`src/rtl/faa_pkg.sv`:
```
package faa_pkg;

   typedef enum logic {
      PORT_UP = 1'b0,
      PORT_LO = 1'b1
   } faa_port_e;

   function automatic int unsigned idx_width(input int unsigned n);
      return (n > 1) ? $clog2(n) : 1;
   endfunction

endpackage

```
`src/rtl/faa_fwd_arb.sv`:
```
module faa_fwd_arb
   import faa_pkg::*;
#(
   parameter int unsigned ID_W   = 4,
   parameter int unsigned ADDR_W = 8,
   parameter int unsigned DATA_W = 16
) (
   input  logic              clk,
   input  logic              rst_n,
   input  logic              req0_valid,
   output logic              req0_ready,
   input  logic [ID_W-1:0]   req0_id,
   input  logic [ADDR_W-1:0] req0_addr,
   input  logic [DATA_W-1:0] req0_inc,
   input  logic              req1_valid,
   output logic              req1_ready,
   input  logic [ID_W-1:0]   req1_id,
   input  logic [ADDR_W-1:0] req1_addr,
   input  logic [DATA_W-1:0] req1_inc,
   input  logic              wb_full,
   output logic              wb_alloc,
   output logic              route_we,
   output logic [ID_W-1:0]   route_id,
   output faa_port_e         route_port,
   output logic              fwd_valid,
   input  logic              fwd_ready,
   output logic [ID_W-1:0]   fwd_id,
   output logic [ADDR_W-1:0] fwd_addr,
   output logic [DATA_W-1:0] fwd_inc
);

   logic              load_en;
   logic              merge;
   logic              take0;
   logic              take1;
   logic              fwd_valid_q;
   logic [ID_W-1:0]   fwd_id_q;
   logic [ADDR_W-1:0] fwd_addr_q;
   logic [DATA_W-1:0] fwd_inc_q;

   assign load_en    = !fwd_valid_q || fwd_ready;
   assign merge      = req0_valid && req1_valid && (req0_addr == req1_addr) && !wb_full;
   assign req0_ready = load_en;
   assign req1_ready = load_en && (!req0_valid || merge);
   assign take0      = req0_valid && load_en;
   assign take1      = req1_valid && req1_ready;
   assign wb_alloc   = merge && load_en;

   always_comb begin
      route_we   = take0 || take1;
      route_id   = take0 ? req0_id : req1_id;
      route_port = take0 ? PORT_UP : PORT_LO;
   end

   always_ff @(posedge clk) begin
      if (!rst_n) begin
         fwd_valid_q <= 1'b0;
      end else if (load_en) begin
         fwd_valid_q <= take0 || take1;
      end
   end

   always_ff @(posedge clk) begin
      if (take0) begin
         fwd_id_q   <= req0_id;
         fwd_addr_q <= req0_addr;
         fwd_inc_q  <= merge ? (req0_inc + req1_inc) : req0_inc;
      end else if (take1) begin
         fwd_id_q   <= req1_id;
         fwd_addr_q <= req1_addr;
         fwd_inc_q  <= req1_inc;
      end
   end

   assign fwd_valid = fwd_valid_q;
   assign fwd_id    = fwd_id_q;
   assign fwd_addr  = fwd_addr_q;
   assign fwd_inc   = fwd_inc_q;

   AST_FWD_HOLD: assert property (@(posedge clk) disable iff (!rst_n)
      fwd_valid && !fwd_ready |=> fwd_valid && $stable(fwd_id) && $stable(fwd_addr) && $stable(fwd_inc));

   AST_MERGE_SUM: assert property (@(posedge clk) disable iff (!rst_n)
      req0_valid && req0_ready && req1_valid && req1_ready
      |=> fwd_valid && fwd_id == $past(req0_id) && fwd_inc == ($past(req0_inc) + $past(req1_inc)));

   AST_UPPER_FIRST: assert property (@(posedge clk) disable iff (!rst_n)
      req0_valid && req1_valid && (req0_addr != req1_addr) |-> !req1_ready);

endmodule

```
`src/rtl/faa_wait_buf.sv`:
```
module faa_wait_buf
   import faa_pkg::*;
#(
   parameter int unsigned ID_W   = 4,
   parameter int unsigned DATA_W = 16,
   parameter int unsigned DEPTH  = 4
) (
   input  logic              clk,
   input  logic              rst_n,
   input  logic              alloc,
   input  logic [ID_W-1:0]   alloc_fid,
   input  logic [ID_W-1:0]   alloc_oid,
   input  logic [DATA_W-1:0] alloc_inc,
   output logic              full,
   input  logic [ID_W-1:0]   look_id,
   output logic              hit,
   output logic [ID_W-1:0]   hit_oid,
   output logic [DATA_W-1:0] hit_inc,
   input  logic              free
);

   localparam int unsigned IDX_W = idx_width(DEPTH);

   logic              ent_vld [DEPTH];
   logic [ID_W-1:0]   ent_fid [DEPTH];
   logic [ID_W-1:0]   ent_oid [DEPTH];
   logic [DATA_W-1:0] ent_inc [DEPTH];
   logic [IDX_W-1:0]  alloc_sel;
   logic [IDX_W-1:0]  hit_sel;

   always_comb begin
      full      = 1'b1;
      alloc_sel = '0;
      for (int e = DEPTH - 1; e >= 0; e--) begin
         if (!ent_vld[e]) begin
            full      = 1'b0;
            alloc_sel = IDX_W'(e);
         end
      end
   end

   always_comb begin
      hit     = 1'b0;
      hit_sel = '0;
      for (int e = 0; e < DEPTH; e++) begin
         if (ent_vld[e] && ent_fid[e] == look_id) begin
            hit     = 1'b1;
            hit_sel = IDX_W'(e);
         end
      end
   end

   assign hit_oid = ent_oid[hit_sel];
   assign hit_inc = ent_inc[hit_sel];

   for (genvar e = 0; e < DEPTH; e++) begin : g_ent
      always_ff @(posedge clk) begin
         if (!rst_n) begin
            ent_vld[e] <= 1'b0;
         end else if (alloc && alloc_sel == IDX_W'(e)) begin
            ent_vld[e] <= 1'b1;
         end else if (free && hit_sel == IDX_W'(e)) begin
            ent_vld[e] <= 1'b0;
         end
      end

      always_ff @(posedge clk) begin
         if (alloc && alloc_sel == IDX_W'(e)) begin
            ent_fid[e] <= alloc_fid;
            ent_oid[e] <= alloc_oid;
            ent_inc[e] <= alloc_inc;
         end
      end
   end

   AST_WB_NO_OVERFLOW: assert property (@(posedge clk) disable iff (!rst_n)
      alloc |-> !full);

   AST_FREE_ON_HIT: assert property (@(posedge clk) disable iff (!rst_n)
      free |-> hit);

endmodule

```
`src/rtl/faa_rsp_split.sv`:
```
module faa_rsp_split
   import faa_pkg::*;
#(
   parameter int unsigned ID_W   = 4,
   parameter int unsigned DATA_W = 16
) (
   input  logic              clk,
   input  logic              rst_n,
   input  logic              mrsp_valid,
   output logic              mrsp_ready,
   input  logic [ID_W-1:0]   mrsp_id,
   input  logic [DATA_W-1:0] mrsp_data,
   input  logic              wb_hit,
   input  logic [ID_W-1:0]   wb_oid,
   input  logic [DATA_W-1:0] wb_inc,
   input  faa_port_e         home_port,
   output logic              wb_free,
   output logic              rsp0_valid,
   input  logic              rsp0_ready,
   output logic [ID_W-1:0]   rsp0_id,
   output logic [DATA_W-1:0] rsp0_data,
   output logic              rsp1_valid,
   input  logic              rsp1_ready,
   output logic [ID_W-1:0]   rsp1_id,
   output logic [DATA_W-1:0] rsp1_data
);

   logic              slot0_free;
   logic              slot1_free;
   logic              accept;
   logic              ld0;
   logic              ld1;
   logic              v0_q;
   logic              v1_q;
   logic [ID_W-1:0]   id0_q;
   logic [ID_W-1:0]   id1_q;
   logic [DATA_W-1:0] d0_q;
   logic [DATA_W-1:0] d1_q;

   assign slot0_free = !v0_q || rsp0_ready;
   assign slot1_free = !v1_q || rsp1_ready;

   always_comb begin
      if (wb_hit) begin
         mrsp_ready = slot0_free && slot1_free;
      end else if (home_port == PORT_LO) begin
         mrsp_ready = slot1_free;
      end else begin
         mrsp_ready = slot0_free;
      end
   end

   assign accept  = mrsp_valid && mrsp_ready;
   assign ld0     = accept && (wb_hit || home_port == PORT_UP);
   assign ld1     = accept && (wb_hit || home_port == PORT_LO);
   assign wb_free = accept && wb_hit;

   always_ff @(posedge clk) begin
      if (!rst_n) begin
         v0_q <= 1'b0;
         v1_q <= 1'b0;
      end else begin
         v0_q <= ld0 || (v0_q && !rsp0_ready);
         v1_q <= ld1 || (v1_q && !rsp1_ready);
      end
   end

   always_ff @(posedge clk) begin
      if (ld0) begin
         id0_q <= mrsp_id;
         d0_q  <= mrsp_data;
      end
      if (ld1) begin
         id1_q <= wb_hit ? wb_oid : mrsp_id;
         d1_q  <= wb_hit ? (mrsp_data + wb_inc) : mrsp_data;
      end
   end

   assign rsp0_valid = v0_q;
   assign rsp0_id    = id0_q;
   assign rsp0_data  = d0_q;
   assign rsp1_valid = v1_q;
   assign rsp1_id    = id1_q;
   assign rsp1_data  = d1_q;

   AST_RSP0_HOLD: assert property (@(posedge clk) disable iff (!rst_n)
      rsp0_valid && !rsp0_ready |=> rsp0_valid && $stable(rsp0_id) && $stable(rsp0_data));

   AST_RSP1_HOLD: assert property (@(posedge clk) disable iff (!rst_n)
      rsp1_valid && !rsp1_ready |=> rsp1_valid && $stable(rsp1_id) && $stable(rsp1_data));

   AST_SPLIT_VALUES: assert property (@(posedge clk) disable iff (!rst_n)
      mrsp_valid && mrsp_ready && wb_hit
      |=> rsp0_valid && rsp1_valid && rsp0_data == $past(mrsp_data)
          && rsp1_data == ($past(mrsp_data) + $past(wb_inc)));

   AST_MISS_ONE_PORT: assert property (@(posedge clk) disable iff (!rst_n)
      mrsp_valid && mrsp_ready && !wb_hit |=> (rsp0_valid && rsp0_id == $past(mrsp_id)) != (rsp1_valid && rsp1_id == $past(mrsp_id)) || (rsp0_id == rsp1_id));

endmodule

```
`src/rtl/faa_combine_node.sv`:
```
module faa_combine_node
   import faa_pkg::*;
#(
   parameter int unsigned ID_W     = 4,
   parameter int unsigned ADDR_W   = 8,
   parameter int unsigned DATA_W   = 16,
   parameter int unsigned WB_DEPTH = 4
) (
   input  logic              clk,
   input  logic              rst_n,
   input  logic              req0_valid,
   output logic              req0_ready,
   input  logic [ID_W-1:0]   req0_id,
   input  logic [ADDR_W-1:0] req0_addr,
   input  logic [DATA_W-1:0] req0_inc,
   input  logic              req1_valid,
   output logic              req1_ready,
   input  logic [ID_W-1:0]   req1_id,
   input  logic [ADDR_W-1:0] req1_addr,
   input  logic [DATA_W-1:0] req1_inc,
   output logic              fwd_valid,
   input  logic              fwd_ready,
   output logic [ID_W-1:0]   fwd_id,
   output logic [ADDR_W-1:0] fwd_addr,
   output logic [DATA_W-1:0] fwd_inc,
   input  logic              mrsp_valid,
   output logic              mrsp_ready,
   input  logic [ID_W-1:0]   mrsp_id,
   input  logic [DATA_W-1:0] mrsp_data,
   output logic              rsp0_valid,
   input  logic              rsp0_ready,
   output logic [ID_W-1:0]   rsp0_id,
   output logic [DATA_W-1:0] rsp0_data,
   output logic              rsp1_valid,
   input  logic              rsp1_ready,
   output logic [ID_W-1:0]   rsp1_id,
   output logic [DATA_W-1:0] rsp1_data
);

   localparam int unsigned TAGS = 1 << ID_W;

   if (ID_W < 1 || ID_W > 10) begin : g_bad_id
      $error("ID_W must lie in 1..10");
   end
   if (WB_DEPTH < 1 || WB_DEPTH > 64) begin : g_bad_depth
      $error("WB_DEPTH must lie in 1..64");
   end
   if (DATA_W < 2 || ADDR_W < 1) begin : g_bad_width
      $error("DATA_W must be at least 2 and ADDR_W at least 1");
   end

   logic              wb_full;
   logic              wb_alloc;
   logic              wb_hit;
   logic              wb_free;
   logic [ID_W-1:0]   wb_oid;
   logic [DATA_W-1:0] wb_inc;
   logic              route_we;
   logic [ID_W-1:0]   route_id;
   faa_port_e         route_port;
   faa_port_e         home_q [TAGS];
   faa_port_e         home_port;

   faa_fwd_arb #(.ID_W(ID_W), .ADDR_W(ADDR_W), .DATA_W(DATA_W)) u_arb (
      .clk        (clk),
      .rst_n      (rst_n),
      .req0_valid (req0_valid),
      .req0_ready (req0_ready),
      .req0_id    (req0_id),
      .req0_addr  (req0_addr),
      .req0_inc   (req0_inc),
      .req1_valid (req1_valid),
      .req1_ready (req1_ready),
      .req1_id    (req1_id),
      .req1_addr  (req1_addr),
      .req1_inc   (req1_inc),
      .wb_full    (wb_full),
      .wb_alloc   (wb_alloc),
      .route_we   (route_we),
      .route_id   (route_id),
      .route_port (route_port),
      .fwd_valid  (fwd_valid),
      .fwd_ready  (fwd_ready),
      .fwd_id     (fwd_id),
      .fwd_addr   (fwd_addr),
      .fwd_inc    (fwd_inc)
   );

   faa_wait_buf #(.ID_W(ID_W), .DATA_W(DATA_W), .DEPTH(WB_DEPTH)) u_wbuf (
      .clk       (clk),
      .rst_n     (rst_n),
      .alloc     (wb_alloc),
      .alloc_fid (req0_id),
      .alloc_oid (req1_id),
      .alloc_inc (req0_inc),
      .full      (wb_full),
      .look_id   (mrsp_id),
      .hit       (wb_hit),
      .hit_oid   (wb_oid),
      .hit_inc   (wb_inc),
      .free      (wb_free)
   );

   always_ff @(posedge clk) begin
      if (route_we) begin
         home_q[route_id] <= route_port;
      end
   end

   assign home_port = home_q[mrsp_id];

   faa_rsp_split #(.ID_W(ID_W), .DATA_W(DATA_W)) u_split (
      .clk        (clk),
      .rst_n      (rst_n),
      .mrsp_valid (mrsp_valid),
      .mrsp_ready (mrsp_ready),
      .mrsp_id    (mrsp_id),
      .mrsp_data  (mrsp_data),
      .wb_hit     (wb_hit),
      .wb_oid     (wb_oid),
      .wb_inc     (wb_inc),
      .home_port  (home_port),
      .wb_free    (wb_free),
      .rsp0_valid (rsp0_valid),
      .rsp0_ready (rsp0_ready),
      .rsp0_id    (rsp0_id),
      .rsp0_data  (rsp0_data),
      .rsp1_valid (rsp1_valid),
      .rsp1_ready (rsp1_ready),
      .rsp1_id    (rsp1_id),
      .rsp1_data  (rsp1_data)
   );

   AST_ONE_FWD_PER_CYCLE: assert property (@(posedge clk) disable iff (!rst_n)
      req1_valid && req1_ready && req0_valid |-> req0_ready && req0_addr == req1_addr);

endmodule

```
`config.mk`:
```
export PLATFORM = sky130hd
export DESIGN_NAME = faa_combine_node
export DESIGN_NICKNAME = d
export VERILOG_FILES = /design/src/rtl/faa_pkg.sv /design/src/rtl/faa_fwd_arb.sv /design/src/rtl/faa_wait_buf.sv /design/src/rtl/faa_rsp_split.sv /design/src/rtl/faa_combine_node.sv
export SDC_FILE = /design/constraint.sdc
export NUM_CORES = 1
export LEC_CHECK = 0
export BUFFER_PORTS_ARGS = -buffer_cell sky130_fd_sc_hd__buf_2
export CORE_MARGIN = 2
export CORE_UTILIZATION = 45
export CTS_BUF_LIST = sky130_fd_sc_hd__clkbuf_2 sky130_fd_sc_hd__clkbuf_4 sky130_fd_sc_hd__clkbuf_8
export CTS_CLUSTER_SIZE = 25
export DETAILED_ROUTE_END_ITERATION = 6
export PLACE_DENSITY = 0.7
export SETUP_SLACK_MARGIN = 0.05
export SKIP_CTS_REPAIR_TIMING = 1
export SLEW_MARGIN = 20
export SYNTH_ARGS = -nofsm -noshare
export SYNTH_HDL_FRONTEND = slang
export SYNTH_HIERARCHICAL = 1
export SYNTH_SLANG_ARGS = --single-unit
```
`constraint.sdc`:
```
create_clock -name clk -period 5.2 [get_ports clk]
set_input_delay 0.26 -clock clk [delete_from_list [all_inputs] [get_ports clk]]
set_output_delay 0.26 -clock clk [all_outputs]
set_load 0.005 [all_outputs]
```
# Yosys cells after proc, flatten, opt, wreduce, memory -nomap -nowiden
# Memory sizes are Yosys's and may differ from the RTL's.
# Cells that the tools add are included.
# classes
add_sub_neg,2
eq_ne,11
n_mux,98
n_bitwise,9
reduce_logical,54
# ops
operator,count
two-way mux 16 bit,7
two-way mux 1 bit,64
OR reduction 16 bit,3
two-way mux 4 bit,10
adder 16 bit,2
two-way mux 2 bit,15
logical AND 1 bit,26
OR reduction 4 bit,6
equality test 4 bit,4
two-way mux 8 bit,2
logical OR 1 bit,9
"equality test 2 bit, second input constant",4
equality test 8 bit,1
bitwise OR 1 bit,8
zero test 1 bit,7
"equality test 2 x 1 -> 1 bit, second input constant",2
zero test 2 bit,2
nonzero test 2 bit,1
inverter 1 bit,1
# totals
regBits,71
mem_bits_rw,116
input_bits,84
out_inout_bits,74
word_cells,189
mem_count,5
# memory_table
memory,words,word_bits,read_ports,rd_clocked_by_memory_dff,write_ports,line_no,rtl
u_wbuf.ent_inc,4,16,1,0,1,faa_wait_buf.sv:27,logic [DATA_W-1:0] ent_inc [DEPTH];
home_q,16,1,1,0,1,faa_combine_node.sv:61,faa_port_e home_q [TAGS];
u_wbuf.ent_fid,4,4,4,0,1,faa_wait_buf.sv:25,logic [ID_W-1:0] ent_fid [DEPTH];
u_wbuf.ent_oid,4,4,1,0,1,faa_wait_buf.sv:26,logic [ID_W-1:0] ent_oid [DEPTH];
u_wbuf.ent_vld,4,1,4,0,4,faa_wait_buf.sv:24,logic ent_vld [DEPTH];

# Longest topological paths before layout
# An unclocked memory read counts as a cell.
# depth
depth_word,16
mapped_depth,14
depth_no_buf,13

# Modules after synthesis
# The synthesis kept the hierarchy.
# modules_own_cells
mod,n_inst,cells_per_inst,area_each_um2,seq_area_each_um2
faa_wait_buf,1,263,4186.5,2992.9
faa_rsp_split,1,182,2327.2,1241.2
faa_fwd_arb,1,246,2184.6,860.8
faa_combine_node,1,46,725.7,480.5

# Worst setup path after synthesis
# OpenSTA, ideal clock, no wires.
# synth_timing
kind,reg2reg
start,memory u_wbuf.ent_vld[1]
end,memory u_wbuf.ent_vld[3] (enable)
setup_ns,0.298
t_arrival_ns,3.686
required_ns,4.902
path_slack_ns,1.215
stages_incl_launch_ff,11
path_buffers,1
synth_period_minus_slack_ns,3.985
path_cell_list,edfxtp_1 nand3_1 nor2_1 nor3_1 and4b_1 buf_2 nand2_1 inv_1 nand3_1 nor3b_1 a211o_1
# synth_rtl
item,line_no
from (decl),faa_wait_buf.sv:24

==> tab_implementation.tex <==
\begin{tabular}{lr}
\hline
Metric & Value \\
\hline
\multicolumn{2}{l}{\textbf{Worst setup path}} \\
Critical path destination & u\_split/rsp1\_data[12] \\
CP Buf/Inv Count & 0 \\
Critical path launch point & u\_wbuf/ent\_fid[1][2] \\
Setup slack of the most critical reg-to-reg path & 1.17 ns \\
Capture instance of the worst register-to-register path & u\_split/rsp1\_data[12] \\
Cell count of the worst reg-to-reg path & 12 \\
Type of destination of the critical path & register \\
Crit path DAT & roughly 4.2 ns \\
Logic depth of the worst path, buffers included & 12 \\
Kind of cell with the highest combined delay on the critical path & compound AO/OA/AOI/OAI gates \\
Startpoint class of the critical path & register \\
Max Fanout on Critical Path & 21 \\
Critical path required time & $\sim$5.4 ns \\
Crit path cell chain & xnor2\_2 > nand3\_2 > a221oi\_2 > o31ai\_1 > ha\_1 > fa\_1 > a21oi\_2 > o21ai\_2 > a2111oi\_4 > o41ai\_2 > xor2\_1 > mux2\_4 \\
Worst Setup Path Type & reg2reg \\
R2r startpoint & u\_wbuf/ent\_fid[1][2] \\
Slowest stage cell, crit path & xnor2\_2 \\
Highest cell delay on the worst timing path & 0.58 ns \\
\multicolumn{2}{l}{\textbf{Detailed routing}} \\
Drt pass-1 iters & 5 \\
Total length of routed wires & 21400 um \\
Post-detailed-route DRC marker count & 0 \\
Total vias in the final route & roughly 6500 \\
Number of nets with antenna violations after detailed routing & 0 \\
Routed length per placed instance & between 15 and 20 um \\
Number of vias per cell & approximately 5.4 \\
DRT iter0 DRCs & 437 \\
\multicolumn{2}{l}{\textbf{Status}} \\
Outcome & completed \\
\multicolumn{2}{l}{\textbf{Power and ir drop}} \\
Leakage dissipation & 4.24 nW \\
Power per unit of standard cell area & 281 mW/mm\^{}2 \\
Worst IR Drop VDD & 0.151 mV \\
Final Total Pwr & just over 3 mW \\
\multicolumn{2}{l}{\textbf{Finish}} \\
Final-layout fill cell count & 1728 \\
Most common library cell in the layout ignoring fill and taps & edfxtp\_1 \\
Layout overhead on the synthesized area & 17.7\% \\
Reg area & 0.00558 sq mm \\
Share of final-layout standard cells stronger than drive strength 1 & 30.2\% \\
Final net count & about 1000 \\
Commonest cells after routing, fill and taps aside & 183 x edfxtp\_1, 157 x buf\_2, 92 x nand2\_1 \\
Multi-input gate area in the final layout & 0.00370 sq mm \\
Inserted Diodes & 0 \\
\multicolumn{2}{l}{\textbf{Place}} \\
\# port buffers & 157 \\
HPWL Detailed & 15400 um \\
Weighted congestion reported at the end of routability-driven placement & 0.855 \\
\multicolumn{2}{l}{\textbf{Timing}} \\
Setup repair after global routing missed its margin & false \\
Setup violations, final & 0 \\
Minimum clock period & 4.03 ns \\
Crit share post-route & 77.4\% \\
Final count of hold timing violations & 0 \\
Final Skew & around 0.018 ns \\
Total negative setup slack & 0 ns \\
Max\_slew headroom & about 33\% \\
Max Fclk & $\sim$0.25 GHz \\
Measured slew at the worst slew-check pin & 0.996 ns \\
Final max-slew violation count & 0 \\
\multicolumn{2}{l}{\textbf{Die}} \\
Area of the core & 0.0204 sq mm \\
Overall die height & 149 um \\
Count of pins on the block boundary & 158 \\
Effective utilization at floorplan & 46.3\% \\
Die Area & 0.0221 sq mm \\
Placement Rows & 52 \\
Die Span X & 149 um \\
\multicolumn{2}{l}{\textbf{Yosys}} \\
Syn Std Cell Area & between 0.009 and 0.01 sq mm \\
Count of state elements after synthesis & 187 \\
Synthesized netlist cell count & 737 \\
Number of flops mapped to enable cells by yosys & around 180 \\
Yosys cell types & roughly 70 \\
Flip-flop cell with the highest count after synthesis & edfxtp\_1 \\
Proportion of synthesized flip-flops having asynchronous set or reset & 0\% \\
Number of synthesis warnings & 6 \\
Net count after synthesis & 853 \\
Sequential element share of the synthesized area & roughly three fifths \\
Mean instance size in the synthesized netlist & $\sim$13 sq um \\
\multicolumn{2}{l}{\textbf{Global routing}} \\
Overall global routing resource usage & 19.9\% \\
Aggregate global routing overflow & 0 \\
Number of antenna violations at the first check in global routing & 1 \\
Via count of the first global-routing pass & between 6000 and 7000 \\
Wire length of the first global-routing pass & $\sim$34000 um \\
Largest net degree at the start of global routing & 42 \\
\multicolumn{2}{l}{\textbf{Clocking}} \\
Clock root cell & clkbuf\_8 \\
CTS H-Tree Depth & 4 \\
Inserted Clock Buffers & 17 \\
Clk Latency, worst-skew pair & 0.47 ns \\
Clock slew seen by the registers of the worst setup and hold paths & around 0.10 ns \\
TritonCTS clock tree & yes \\
Clock tree buffer depth & 2 \\
Number of sinks handled by clock tree synthesis & 187 \\
\multicolumn{2}{l}{\textbf{Job}} \\
Max cap viols & 0 \\
\multicolumn{2}{l}{\textbf{Hold path}} \\
Hold crit path type & in2reg \\
Hold Crit Depth & 1 \\
\hline
\end{tabular}
## stage by stage
step / instances / hold slack [ns] / utilization, % / worst slack (ns) / area [sq um]
after CTS: 1180 / -0.0288 / 53.8 / 0.756 / 11000
after global routing: 1193 / 0.0000932 / 54.5 / 0.805 / 11100
after detailed placement: 1148 / 0.474 / 51.8 / 0.680 / 10600
after floorplan: 737 / 0.359 / - / 1.22 / 9420
after global placement: 1148 / 0.472 / 51.8 / 0.774 / 10600
final: 1193 / 0.0336 / 54.5 / 1.17 / 11100
## cells by family (layout without fill, tap and decap cells)
group | Yosys count | after routing | share of synthesized area (%)
muxes | 26 | 26 | 3.70
buffers and inverters | 42 | 228 | 2.03
adders and majority gates | 32 | 32 | 4.41
AOI/OAI and AO/OA | 149 | 149 | 13.4
and+or+nand+nor | 256 | 256 | 13.1
xor gates and xnor gates | 45 | 45 | 4.18
DFF | 187 | 187 | 59.2
## state kept, by name, indices dropped and copies added (netlist names)
signal	count
u_wbuf/ent_inc	64
u_split/rsp1_data	16
u_split/rsp0_valid	1
u_arb/fwd_inc	16
u_split/rsp1_id	4
u_wbuf/ent_fid	16
u_wbuf/ent_oid	16
u_split/rsp1_valid	1
home_q	16
u_arb/fwd_id	4
u_arb/fwd_addr	8
u_arb/fwd_valid	1
u_wbuf/ent_vld	4
u_split/rsp0_data	16
u_split/rsp0_id	4
## per-layer routing
layer  up-vias  GRT usage [%]  wire (um)
li1       3153              -          -
met1      3093           27.9       9720
met2       232           30.8       9810
met3        19           5.58       1660
met4         2           4.81        221
met5         -              0         13
## worst min path at each step
stage / from / end / slack (ns)
finish: mrsp_data[7] / u_split/rsp0_data[7] / 0.03
global placement: mrsp_data[15] / u_split/rsp0_data[15] / 0.47
detailed placement: mrsp_data[15] / u_split/rsp0_data[15] / 0.47
CTS: mrsp_data[15] / u_split/rsp0_data[15] / -0.03
floorplan: mrsp_data[0] / u_split/rsp0_data[0] / 0.36
global route: req0_id[1] / u_wbuf/ent_fid[0][1] / 0.00009
## cells in the mapped netlist, types with 3 or more instances
cell type  number  area (sq um)
a21o_1         11          82.6
a21oi_1        30           150
a21oi_2         3          26.3
a221oi_1        4          35.0
a221oi_2       19           285
a31oi_1        11          68.8
and2_1          6          37.5
and3_1         26           163
buf_2           6          30.0
buf_6           3          33.8
clkbuf_1       19          71.3
dfxtp_1         4          80.1
edfxtp_1      183          5500
ha_1           30           375
inv_1          11          41.3
mux2_2         15           169
mux2i_1         6          60.1
mux4_1          4           105
nand2_1        92           345
nand2b_1        6          37.5
nand3_1        16          80.1
nand4_1         4          25.0
nor2_1         64           240
nor2b_1         4          25.0
nor3_1         11          55.1
nor4_1          4          25.0
o211ai_1        4          30.0
o21a_1          5          37.5
o21ai_0         8          40.0
o21ai_1         8          40.0
o21bai_1        4          30.0
o31ai_1        11          82.6
o31ai_2        10           125
or3_1           4          25.0
xnor2_1        18           158
xor2_1         27           236
## cell type report
class | count | share of cell area [%]
repair buffers | 183 | 9.25
well taps | 270 | 3.05
clock inverters | 15 | 1.50
clock buffers | 17 | 2.11
inverters | 13 | 0.440
multi-input cells | 508 | 33.4
flip-flops and latches | 187 | 50.3
## power breakdown
part	internal [mW]	switching, mW
combinational	0.172	0.238
clock	0.436	0.545
sequential	1.71	0.0142
Note: power is estimated with default switching activity, not from simulation.
